<file path="src/rtl/mux_dram_ctrl.sv">
module mux_dram_ctrl #(
  parameter int HALF_W       = 11,
  parameter int DQ_W         = 4,
  parameter int T_RCD        = 2,
  parameter int T_CAS        = 2,
  parameter int T_RP         = 2,
  parameter int T_REF        = 3,
  parameter int REF_INTERVAL = 1563
) (
  input  logic                clk,
  input  logic                rst_n,
  input  logic                req_valid,
  input  logic                req_write,
  input  logic [2*HALF_W-1:0] req_addr,
  input  logic [DQ_W-1:0]     req_wdata,
  output logic                req_ready,
  output logic [DQ_W-1:0]     rsp_rdata,
  output logic [HALF_W-1:0]   dram_addr,
  output logic                dram_ras_n,
  output logic                dram_cas_n,
  output logic                dram_we_n,
  output logic                dram_oe_n,
  output logic [DQ_W-1:0]     dram_dq_o,
  output logic                dram_dq_en,
  input  logic [DQ_W-1:0]     dram_dq_i
);
  localparam int TMAX  = (T_RCD > T_CAS ? T_RCD : T_CAS) > (T_RP > T_REF ? T_RP : T_REF)
                       ? (T_RCD > T_CAS ? T_RCD : T_CAS) : (T_RP > T_REF ? T_RP : T_REF);
  localparam int CNT_W = $clog2(TMAX + 1);
  localparam int TMR_W = $clog2(REF_INTERVAL);

  typedef enum logic [2:0] {S_IDLE, S_ROW, S_COL, S_REF, S_PRE} state_t;

  state_t              state;
  logic [CNT_W-1:0]    cnt;
  logic [TMR_W-1:0]    tmr;
  logic                ref_due;
  logic [HALF_W-1:0]   ref_row;
  logic [HALF_W-1:0]   a_row, a_col;
  logic                a_wr;
  logic [DQ_W-1:0]     a_wdata;
  logic                ref_take;
  logic                last;

  assign ref_take = (state == S_IDLE) && ref_due;
  assign last     = (cnt == '0);

  always_ff @(posedge clk) begin
    if (!rst_n) begin
      state     <= S_IDLE;
      cnt       <= '0;
      tmr       <= TMR_W'(REF_INTERVAL - 1);
      ref_due   <= 1'b0;
      ref_row   <= '0;
      a_row     <= '0;
      a_col     <= '0;
      a_wr      <= 1'b0;
      a_wdata   <= '0;
      rsp_rdata <= '0;
      req_ready <= 1'b0;
    end else begin
      req_ready <= 1'b0;
      tmr       <= (tmr == '0) ? TMR_W'(REF_INTERVAL - 1) : tmr - 1'b1;
      ref_due   <= (tmr == '0) || (ref_due && !ref_take);
      case (state)
        S_IDLE:
          if (ref_due) begin
            state <= S_REF;
            cnt   <= CNT_W'(T_REF - 1);
          end else if (req_valid) begin
            state   <= S_ROW;
            cnt     <= CNT_W'(T_RCD - 1);
            a_row   <= req_addr[2*HALF_W-1:HALF_W];
            a_col   <= req_addr[HALF_W-1:0];
            a_wr    <= req_write;
            a_wdata <= req_wdata;
          end
        S_ROW:
          if (last) begin
            state <= S_COL;
            cnt   <= CNT_W'(T_CAS - 1);
          end else cnt <= cnt - 1'b1;
        S_COL:
          if (last) begin
            state     <= S_PRE;
            cnt       <= CNT_W'(T_RP - 1);
            req_ready <= 1'b1;
            if (!a_wr) rsp_rdata <= dram_dq_i;
          end else cnt <= cnt - 1'b1;
        S_REF:
          if (last) begin
            state   <= S_PRE;
            cnt     <= CNT_W'(T_RP - 1);
            ref_row <= ref_row + 1'b1;
          end else cnt <= cnt - 1'b1;
        S_PRE:
          if (last) state <= S_IDLE;
          else cnt <= cnt - 1'b1;
        default: state <= S_IDLE;
      endcase
    end
  end

  assign dram_ras_n = !(state == S_ROW || state == S_COL || state == S_REF);
  assign dram_cas_n = (state != S_COL);
  assign dram_we_n  = !(state == S_COL && a_wr);
  assign dram_oe_n  = !(state == S_COL && !a_wr);
  assign dram_dq_en = (state == S_COL) && a_wr;
  assign dram_dq_o  = a_wdata;
  assign dram_addr  = (state == S_REF) ? ref_row : (state == S_COL) ? a_col : a_row;
endmodule

</file>
<file path="config.mk">
export PLATFORM = sky130hd
export DESIGN_NAME = mux_dram_ctrl
export DESIGN_NICKNAME = d
export VERILOG_FILES = /design/src/rtl/mux_dram_ctrl.sv
export SDC_FILE = /design/constraint.sdc
export NUM_CORES = 1
export LEC_CHECK = 0
export ABC_CLOCK_PERIOD_IN_PS = 4600
export BUFFER_PORTS_ARGS = -buffer_cell sky130_fd_sc_hd__buf_4
export CORE_UTILIZATION = 40
export CTS_BUF_LIST = sky130_fd_sc_hd__clkbuf_4
export DETAILED_ROUTE_END_ITERATION = 16
export SKIP_LAST_GASP = 1
export SLEW_MARGIN = 0
export SYNTH_ARGS = -nofsm -noshare
export SYNTH_HDL_FRONTEND = slang
export SYNTH_SLANG_ARGS = --single-unit
</file>
<file path="constraint.sdc">
create_clock -name clk -period 4.6 [get_ports clk]
set_input_delay 0.46 -clock clk [delete_from_list [all_inputs] [get_ports clk]]
set_output_delay 0.46 -clock clk [all_outputs]
set_load 0.02 [all_outputs]
</file>
## Word level (Yosys, flattened, before mapping)

Index checks and enable logic that the tools add are counted.

| storage, ports and cells | value |
|---|---|
| input bits | 34 |
| register bits | 60 |
| output and inout bits | 25 |

| cells by class | value |
|---|---|
| $add $sub $neg | 3 |
| multiplexer cells | 14 |
| eq/ne operators | 10 |
| bitwise operators | 3 |
| reduce and logical (&&, ||, !) cells | 25 |

Operators by type and width:

| kind | number |
|---|---|
| 11-bit two-way mux | 2 |
| 3-bit two-way mux | 5 |
| 3-bit one-hot mux with 4 select lines | 1 |
| 11-bit by 1-bit adder with 11-bit output, second input constant | 1 |
| 11-bit logical NOT | 1 |
| 11-bit by 1-bit subtractor with 11-bit output, second input constant | 1 |
| 3-bit AND reduction | 3 |
| 2-bit two-way mux | 4 |
| 3-bit by 2-bit == test with 1-bit output, second input constant | 2 |
| 2-bit inequality test, second input constant | 3 |
| 2-bit one-hot mux with 3 select lines | 1 |
| 1-bit logical NOT | 5 |
| 1-bit logical AND | 4 |
| 2-bit AND reduction | 2 |
| 4-bit AND reduction | 1 |
| 2-bit OR reduction | 2 |
| 3-bit by 1-bit == test with 1-bit output, second input constant | 1 |
| 3-bit == test, second input constant | 1 |
| 3-bit logical NOT | 1 |
| 1-bit logical OR | 3 |
| 3-bit by 2-bit inequality test with 1-bit output, second input constant | 1 |
| 3-bit inequality test, second input constant | 1 |
| 1-bit inverter | 3 |
| 3-bit nonzero test | 1 |
| 5 further kinds | 5 |

## Logic depth before layout (Yosys ltp)

Gate-level depths: netlist of the first run.

| depth | value |
|---|---|
| depth in word-level cells | 5 |
| mapped depth | 7 |
| depth with buffers taken out | 6 |

## Least setup slack after synthesis of the first run

Ideal clock, no wire load.

| timing | value |
|---|---|
| path kind | register to output |
| start point | reg state[0] |
| end point | out dram_addr[3] |
| path slack | 2.799 ns |
| arrival | 1.341 ns |
| buffers on the path | 2 |
| data required time | 4.140 ns |
| cell stages (with the launch flop) | 5 |
| cells stage by stage | dfxtp_1 buf_2 buf_2 mux2i_1 o21ai_0 |

| on the way | value |
|---|---|
| cells in the longest elaborated chain, start to end | 3 |
| elaborated cells between the ends (all ways) | 4 |

RTL lines:

| what | RTL line | source |
|---|---|---|
| start, declared | 34 | `state_t state;` |
| start signal, assigned | 50 | `state <= S_IDLE;` |
| start signal, assigned | 68 | `state <= S_REF;` |
| start signal, assigned | 71 | `state <= S_ROW;` |
| 3-bit by 2-bit == test with 1-bit output | 110 | `assign dram_addr = (state == S_REF) ? ref_row : (state == S_COL) ? a_col : a_row;` |
| 11-bit two-way mux | 110 |  |
| 11-bit two-way mux (*) | 110 |  |
| end, declared | 18 | `output logic [HALF_W-1:0] dram_addr,` |

Every way passes the cells marked *; elsewhere a longest branch is shown, timed or not.

## Final worst setup path of the first run

| timing | value |
|---|---|
| start point | reg state[2] |
| end point | out dram_addr[2] |

The elaborated chain is that of the path after synthesis.

==> flow_summary.yaml, run 1 <==
clock_tree:
  clkTransAtPathRegs_ns: 0.11
  quantity_of_gates_resized_following_cts: 0
  htree_levels: 3
  tritoncts.num_buffers: 9
  clock-root-buffer: "clkbuf_4"
  cts.path.max_buffers: 2
  clock_latency_ns: 0.39
  cts_setup_buffers: 0
  cts_tree: "yes"
  cts_hold_repair.buffers: 0
  cts.sink_count: 60
power:
  combinationalPowerShare_pct: 19.0
  p_int_mw: 0.804
  net-switching-power_mw: 0.344
  clock_power_share_pct: 30.2
  power.switching_fraction_pct: 30.0
  pwr-share-seq_pct: 50.8
  power_mw: 1.15
  power_per_cell_area_nw_per_um2: 351
  power.ir.vdd_worst_uv: 167
  leakage_nw: 1.36
timing:
  timing.final.crit_share_pct: 57.7
  totalNegativeSetupSlack_ns: 0
  timing.max_slew.rel_slack_pct: 26.5
  fin_crit_ns: 2.65
  setup_viol: 0
  final_max_slew_viol_count: 0
  unrepaired_setup_endpoints_after_global_routing: "no"
  final-hold-violation-count: 0
  fmax_mhz: 377
  fin_worst_skew_ns: 0.0154
  tightestPinTransition_ns: 1.10
worst_setup_path:
  cp_data_required_time_ns: 4.14
  crit_path_max_fanout: 26
  worst-endpoint-arrival_ns: 2.19
  cp-startpoint: "state[2]"
  critPathBufInv: 1
  cp_top_family: "simple AND/OR/NAND/NOR gates"
  crit_type: "reg2out"
  timing.critical_path.to_type: "output port"
  cpPeakStageDelay_ns: 0.76
  critical_path.startpoint_type: "register"
  worstPathCellList: "nand2b_1 > o21ai_0 > buf_4"
  crit_slowest_cell: "nand2b_1"
  rr_startpoint: "state[0]"
synth:
  synth.net_count: 371
  synth_area_um2: 2690
  synth_area_per_cell_um2: 8.11
  ys_async_sr_fraction_pct: 0
  ys_seq_area_share_pct: 44.6
  post_synth_num_cell_types: 42
  postSynthRegisterBits: 60
  yosys_warnings: 0
  syn_inst: 332
  synth_top_flop_cell: "dfxtp_1"
  synth_edf_count: 0
run:
  timing.max_cap.violations: 0
global_routing:
  grt_max_degree: 46
  global_route_wire_length_before_repair_mm: 9.85
  grt_pass1_vias: 2147
  gr-usage-all-layers_pct: 17.5
  globalRouteOverflowTotal: 0
  initial_antenna_violation_count: 0
floorplan:
  die_h_um: 84.0
  die_x_um: 84.0
  die-area_um2: 7060
  io-pin-count: 59
  placementRows: 29
  floorplan.initialDensity_pct: 41.9
  core_um2: 6420
route:
  post-route-drc-count: 10
  detail_route.iter0.violations: 147
  finalWirelength_mm: 5.83
  detail_route.first_pass.iterations: 10
  vias: 2326
  via_density: 5.01
  route.antenna.remaining_nets: 0
  average_detailed_routed_wire_length_per_instance_um: 12.6
layout:
  multi_input_area_um2: 1370
  finalCoreUtilization_pct: 51.0
  syn_to_final_growth_pct: 21.6
  final.fill_count: 648
  diodes: 0
  seq_area_um2: 1200
  layout.cells.most_common_list: "nand2_1, dfxtp_1, buf_4, a21oi_1, nor2_1"
  layout.nets: 421
  share_of_layout_cells_above_drive_strength_1_pct: 20.7
  mostFrequentLayoutCell: "nand2_1"
worst_hold_path:
  holdCritPathClass: "in2reg"
  hold_path.startpoint: "dram_dq_i[3]"
place:
  place.gp.congestion: 0.752
  io_buffer_count: 58
  dp_hpwl_mm: 3.96
outcome:
  violated_checks: "DRC"
  result_of_the_run: "finished with violations"
==> state kept, by name, indices dropped and copies added (netlist names) <==
| signal | flops |
|---|---|
| state | 3 |
| req_ready | 1 |
| a_col | 11 |
| a_row | 11 |
| a_wr | 1 |
| dram_dq_o | 4 |
| ref_due | 1 |
| tmr | 11 |
| ref_row | 11 |
| cnt | 2 |
| rsp_rdata | 4 |
==> worst register-to-register path, delay by kind of cell, from the launching register on <==
kind	cells	cell delay [ns]
AOI/OAI and AO/OA	1	0.10
and+or+nand+nor	3	1.53
DFF	1	0.63
==> power groups by stage <==
stage | sequential (mW) | combinational (mW) | clock, mW
final | 0.583 | 0.218 | 0.346
after global routing | 0.589 | 0.244 | 0.383
after CTS | 0.583 | 0.221 | 0.359
after detailed placement | 0.595 | 0.220 | 0
after global placement | 0.594 | 0.219 | 0
after floorplan | 0.587 | 0.148 | 0
==> metrics by stage <==
step | area, um^2 | setup WS [ns] | hold slack, ns | cells
after floorplan | 2690 | 2.80 | 0.425 | 332
after global placement | 3150 | 2.34 | 0.442 | 448
after detailed placement | 3150 | 2.22 | 0.448 | 448
after CTS | 3270 | 1.92 | 0.270 | 464
after global routing | 3270 | 1.73 | 0.269 | 464
final | 3270 | 1.95 | 0.292 | 464
==> cell type report <==
type	count	area share (%)
clock buffer	9	2.06
inverter	9	1.03
sequential	60	36.7
tap	77	2.94
multi-input combinational	243	42.0
timing repair buffer	59	13.5
clock inverter	7	1.76
==> final timing paths <==
path         cells after the start  slack, ns           end
max reg2reg                      4       2.21      a_row[2]
max                              3       1.95  dram_addr[2]
min reg2reg                      2       0.46      a_row[4]
min                              3       0.29  rsp_rdata[3]
==> logic make-up after synthesis <==
logic type / share of synthesized area (%)
AO/OA/AOI/OAI: 13.6
flip-flops: 44.6
adder cells (fa/ha/maj): 2.32
AND/OR/NAND/NOR: 24.8
XOR/XNOR: 3.58
buffers and inverters: 4.37
multiplexers: 6.69
==> routing by layer <==
layer | track usage [%] | wire length (um)
met1 | 24.1 | 2930
met2 | 25.3 | 2500
met3 | 4.55 | 282
met4 | 8.46 | 114
met5 | 0 | 0
==> cells in the mapped netlist (all sizes together) (2+ instances only) <==
cell,number,share of area [%]
xor2,6,2.0
buf,8,1.4
nand4,4,0.93
nand2b,3,0.70
o21ai,17,3.2
nand2,75,10
mux2i,18,6.7
nor2,30,4.2
or4,3,1.1
ha,5,2.3
nor2b,4,0.93
xnor2,5,1.6
nor4,2,0.46
or3,5,1.2
a21oi,38,7.1
a211oi,2,0.56
inv,9,1.3
clkbuf,12,1.7
o31a,2,0.65
nand3,4,0.74
dfxtp,60,45
nor3,3,0.98
Power figures use the tool's default switching activity.
==> inputs of run 2 (changes only) <==
ABC_AREA = 1   (was default)
ABC_CLOCK_PERIOD_IN_PS = 2300   (was 4600)
clock period = 2.3 ns   (was 4.6 ns; I/O delays follow)
==> run 2 against run 1 <==
- the run now ends clean
- sequential share of layout area down 1.6 points
- total power increased to 3.0 times the previous value
- cell count grew 19%
- largest cell class unchanged
- largest power group is now combinational logic
- highest routed layer unchanged
==> flow_summary.yaml, run 2 <==
run:
  timing.max_cap.violations: 0
global_routing:
  grt_max_degree: 44
  groute.layer.met2.usage_pct: 30.8
  grt_pass1_vias: 2425
  initial_antenna_violation_count: 0
  top_usage_layer: "met2"
  met3_usage_pct: 7.41
  global_route_wire_length_before_repair_mm: 11.1
  globalRouteOverflowTotal: 0
  gr-usage-all-layers_pct: 19.5
  met1_usage_pct: 24.6
layout:
  seq_area_um2: 1200
  multi_input_area_um2: 1370
  layout.cells.most_common_list: "nor2_1, nand2_1, dfxtp_1, buf_4, o21ai_0"
  share_of_layout_cells_above_drive_strength_1_pct: 20.7
  final.fill_count: 721
  syn_to_final_growth_pct: 21.9
  layout.nets: 492
  mostFrequentLayoutCell: "nor2_1"
  diodes: 0
worst_setup_path:
  crit_slowest_cell: "dfxtp_1"
  crit_path_max_fanout: 13
  cpPeakStageDelay_ns: 0.44
  crit_type: "reg2out"
  worst-endpoint-arrival_ns: 1.92
  cp_data_required_time_ns: 2.07
  timing.critical_path.to_type: "output port"
  critical_path.startpoint_type: "register"
  rr_startpoint: "state[0]"
  worstPathCellList: "nand2_2 > nor2_4 > inv_1 > nor2_1 > inv_1 > buf_4"
  cp-startpoint: "state[1]"
  timing.critical_path.mode_cell: "inv_1"
power:
  power_per_cell_area_nw_per_um2: 1020
  leakage_nw: 1.45
  power.ir.vdd_worst_uv: 439
  power_mw: 3.50
floorplan:
  die_x_um: 85.8
  placementRows: 30
  die-area_um2: 7360
  floorplan.initialDensity_pct: 41.3
  io-pin-count: 59
  die_h_um: 85.8
  core_um2: 6790
worst_hold_path:
  holdCritPathClass: "in2reg"
  hold_path.startpoint: "dram_dq_i[0]"
synth:
  synth_top_cells_by_area: "dfxtp_1, nor2_1, nand2_1, o21ai_0, inv_1"
  syn_inst: 395
  synth.top_cell.area_share_pct: 42.8
  post_synth_num_cell_types: 34
  yosys_warnings: 0
  postSynthRegisterBits: 60
  ys_seq_area_share_pct: 42.8
  synth.top_cells.by_count: "nor2_1, nand2_1, dfxtp_1"
  post-synth-top-count-cell: "nor2_1"
  synth_area_per_cell_um2: 7.11
  synth_edf_count: 0
  synth_top_cell_by_area: "dfxtp_1"
  synth_top_flop_cell: "dfxtp_1"
  synth.net_count: 434
  ys_async_sr_fraction_pct: 0
  synth_area_um2: 2810
timing:
  tightestPinTransition_ns: 0.548
  fmax_mhz: 465
  final-hold-violation-count: 0
  final_max_slew_viol_count: 0
  minimum_hold_slack_ns: 0.0447
  fin_worst_skew_ns: 0.0171
  totalNegativeSetupSlack_ns: 0
  fin_crit_ns: 2.15
  timing.final.crit_share_pct: 93.5
  setup_viol: 0
  timing.max_slew.rel_slack_pct: 63.4
  unrepaired_setup_endpoints_after_global_routing: "no"
clock_tree:
  cts_hold_repair.buffers: 0
  htree_levels: 3
  cts_tree: "yes"
  cts.sink_count: 60
  clock-root-buffer: "clkbuf_4"
  tritoncts.num_buffers: 9
  clock_latency_ns: 0.40
  cts.path.max_buffers: 2
  clkTransAtPathRegs_ns: 0.11
place:
  dp_hpwl_mm: 4.81
  io_buffer_count: 58
  place.gp.congestion: 0.786
route:
  vias: 2667
  average_detailed_routed_wire_length_per_instance_um: 12.2
  via_density: 4.81
  route.antenna.remaining_nets: 0
  detail_route.iter0.violations: 155
  detail_route.first_pass.iterations: 4
  post-route-drc-count: 0
  finalWirelength_mm: 6.75
outcome:
  result_of_the_run: "finished clean"
==> run 2: changes by cell type after synthesis, moves of 5 or more <==
cell and change:
nand3_1 +9, o211ai_1 +5, nor2_1 +56, mux2i_1 -18
a22oi_1 +6, o21ai_0 +28, nand2_1 -10, a21oi_1 -18
buf_2 -5, clkbuf_1 -7, inv_1 +27
==> run 2: through the flow <==
stage | cells | area (um^2) | util, % | setup WS, ns
after floorplan | 395 | 2810 | - | 0.730
after global placement | 537 | 3290 | 48.4 | 0.440
after detailed placement | 537 | 3290 | 48.4 | 0.434
after CTS | 553 | 3400 | 50.1 | 0.0408
after global routing | 554 | 3420 | 50.4 | 0.0229
final | 554 | 3420 | 50.4 | 0.149
==> run 2: worst paths after layout <==
path / to / slack, ns / cells past startpoint
worst max-delay path: dram_we_n / 0.15 / 6
worst max register to register: a_row[3] / 0.52 / 7
worst min register to register: tmr[0] / 0.45 / 1
worst min-delay path: rsp_rdata[0] / 0.04 / 3
==> run 2: final cells by class <==
| cell class | count | share of cell area [%] |
|---|---|---|
| clock buffer | 10 | 2.19 |
| clock inverter | 6 | 1.21 |
| inverter | 42 | 4.75 |
| multi-input combinational | 281 | 39.9 |
| tap | 96 | 3.51 |
| sequential | 60 | 35.1 |
| timing repair buffer | 59 | 13.3 |
==> run 2: timing repair <==
item / CTS / global route
resized for setup: 0 / 1
setup buffers: 0 / 1
endpoints found under the setup margin: 0 / 4
==> run 2: kinds of logic after synthesis <==
kind of cell,synth area share (%)
DFF,42.8
xor gates and xnor gates,1.56
buffers and inverters,8.56
and+or+nand+nor,29.1
adders and majority gates,2.23
AOI/OAI and AO/OA,15.8
==> run 2: layer usage <==
| layer | routed length [um] | vias up |
|---|---|---|
| met3 | 491 | 7 |
| met4 | 95 | 0 |
| met1 | 3080 | 1192 |
| li1 | - | 1396 |
| met5 | 0 | - |
| met2 | 3080 | 72 |
==> run 2: report_power, final <==
part,leakage (nW),total [mW],internal [mW],switching [mW]
clock,0.0584,0.634,0.231,0.403
combinational,0.899,1.48,0.546,0.935
sequential,0.492,1.38,1.25,0.130
==> run 2: worst max-delay path: cells and delay by family (launching register included) <==
kind / cells / cell delay (ns)
simple gates: 3 / 0.74
flops: 1 / 0.44
buf+inv: 3 / 0.34
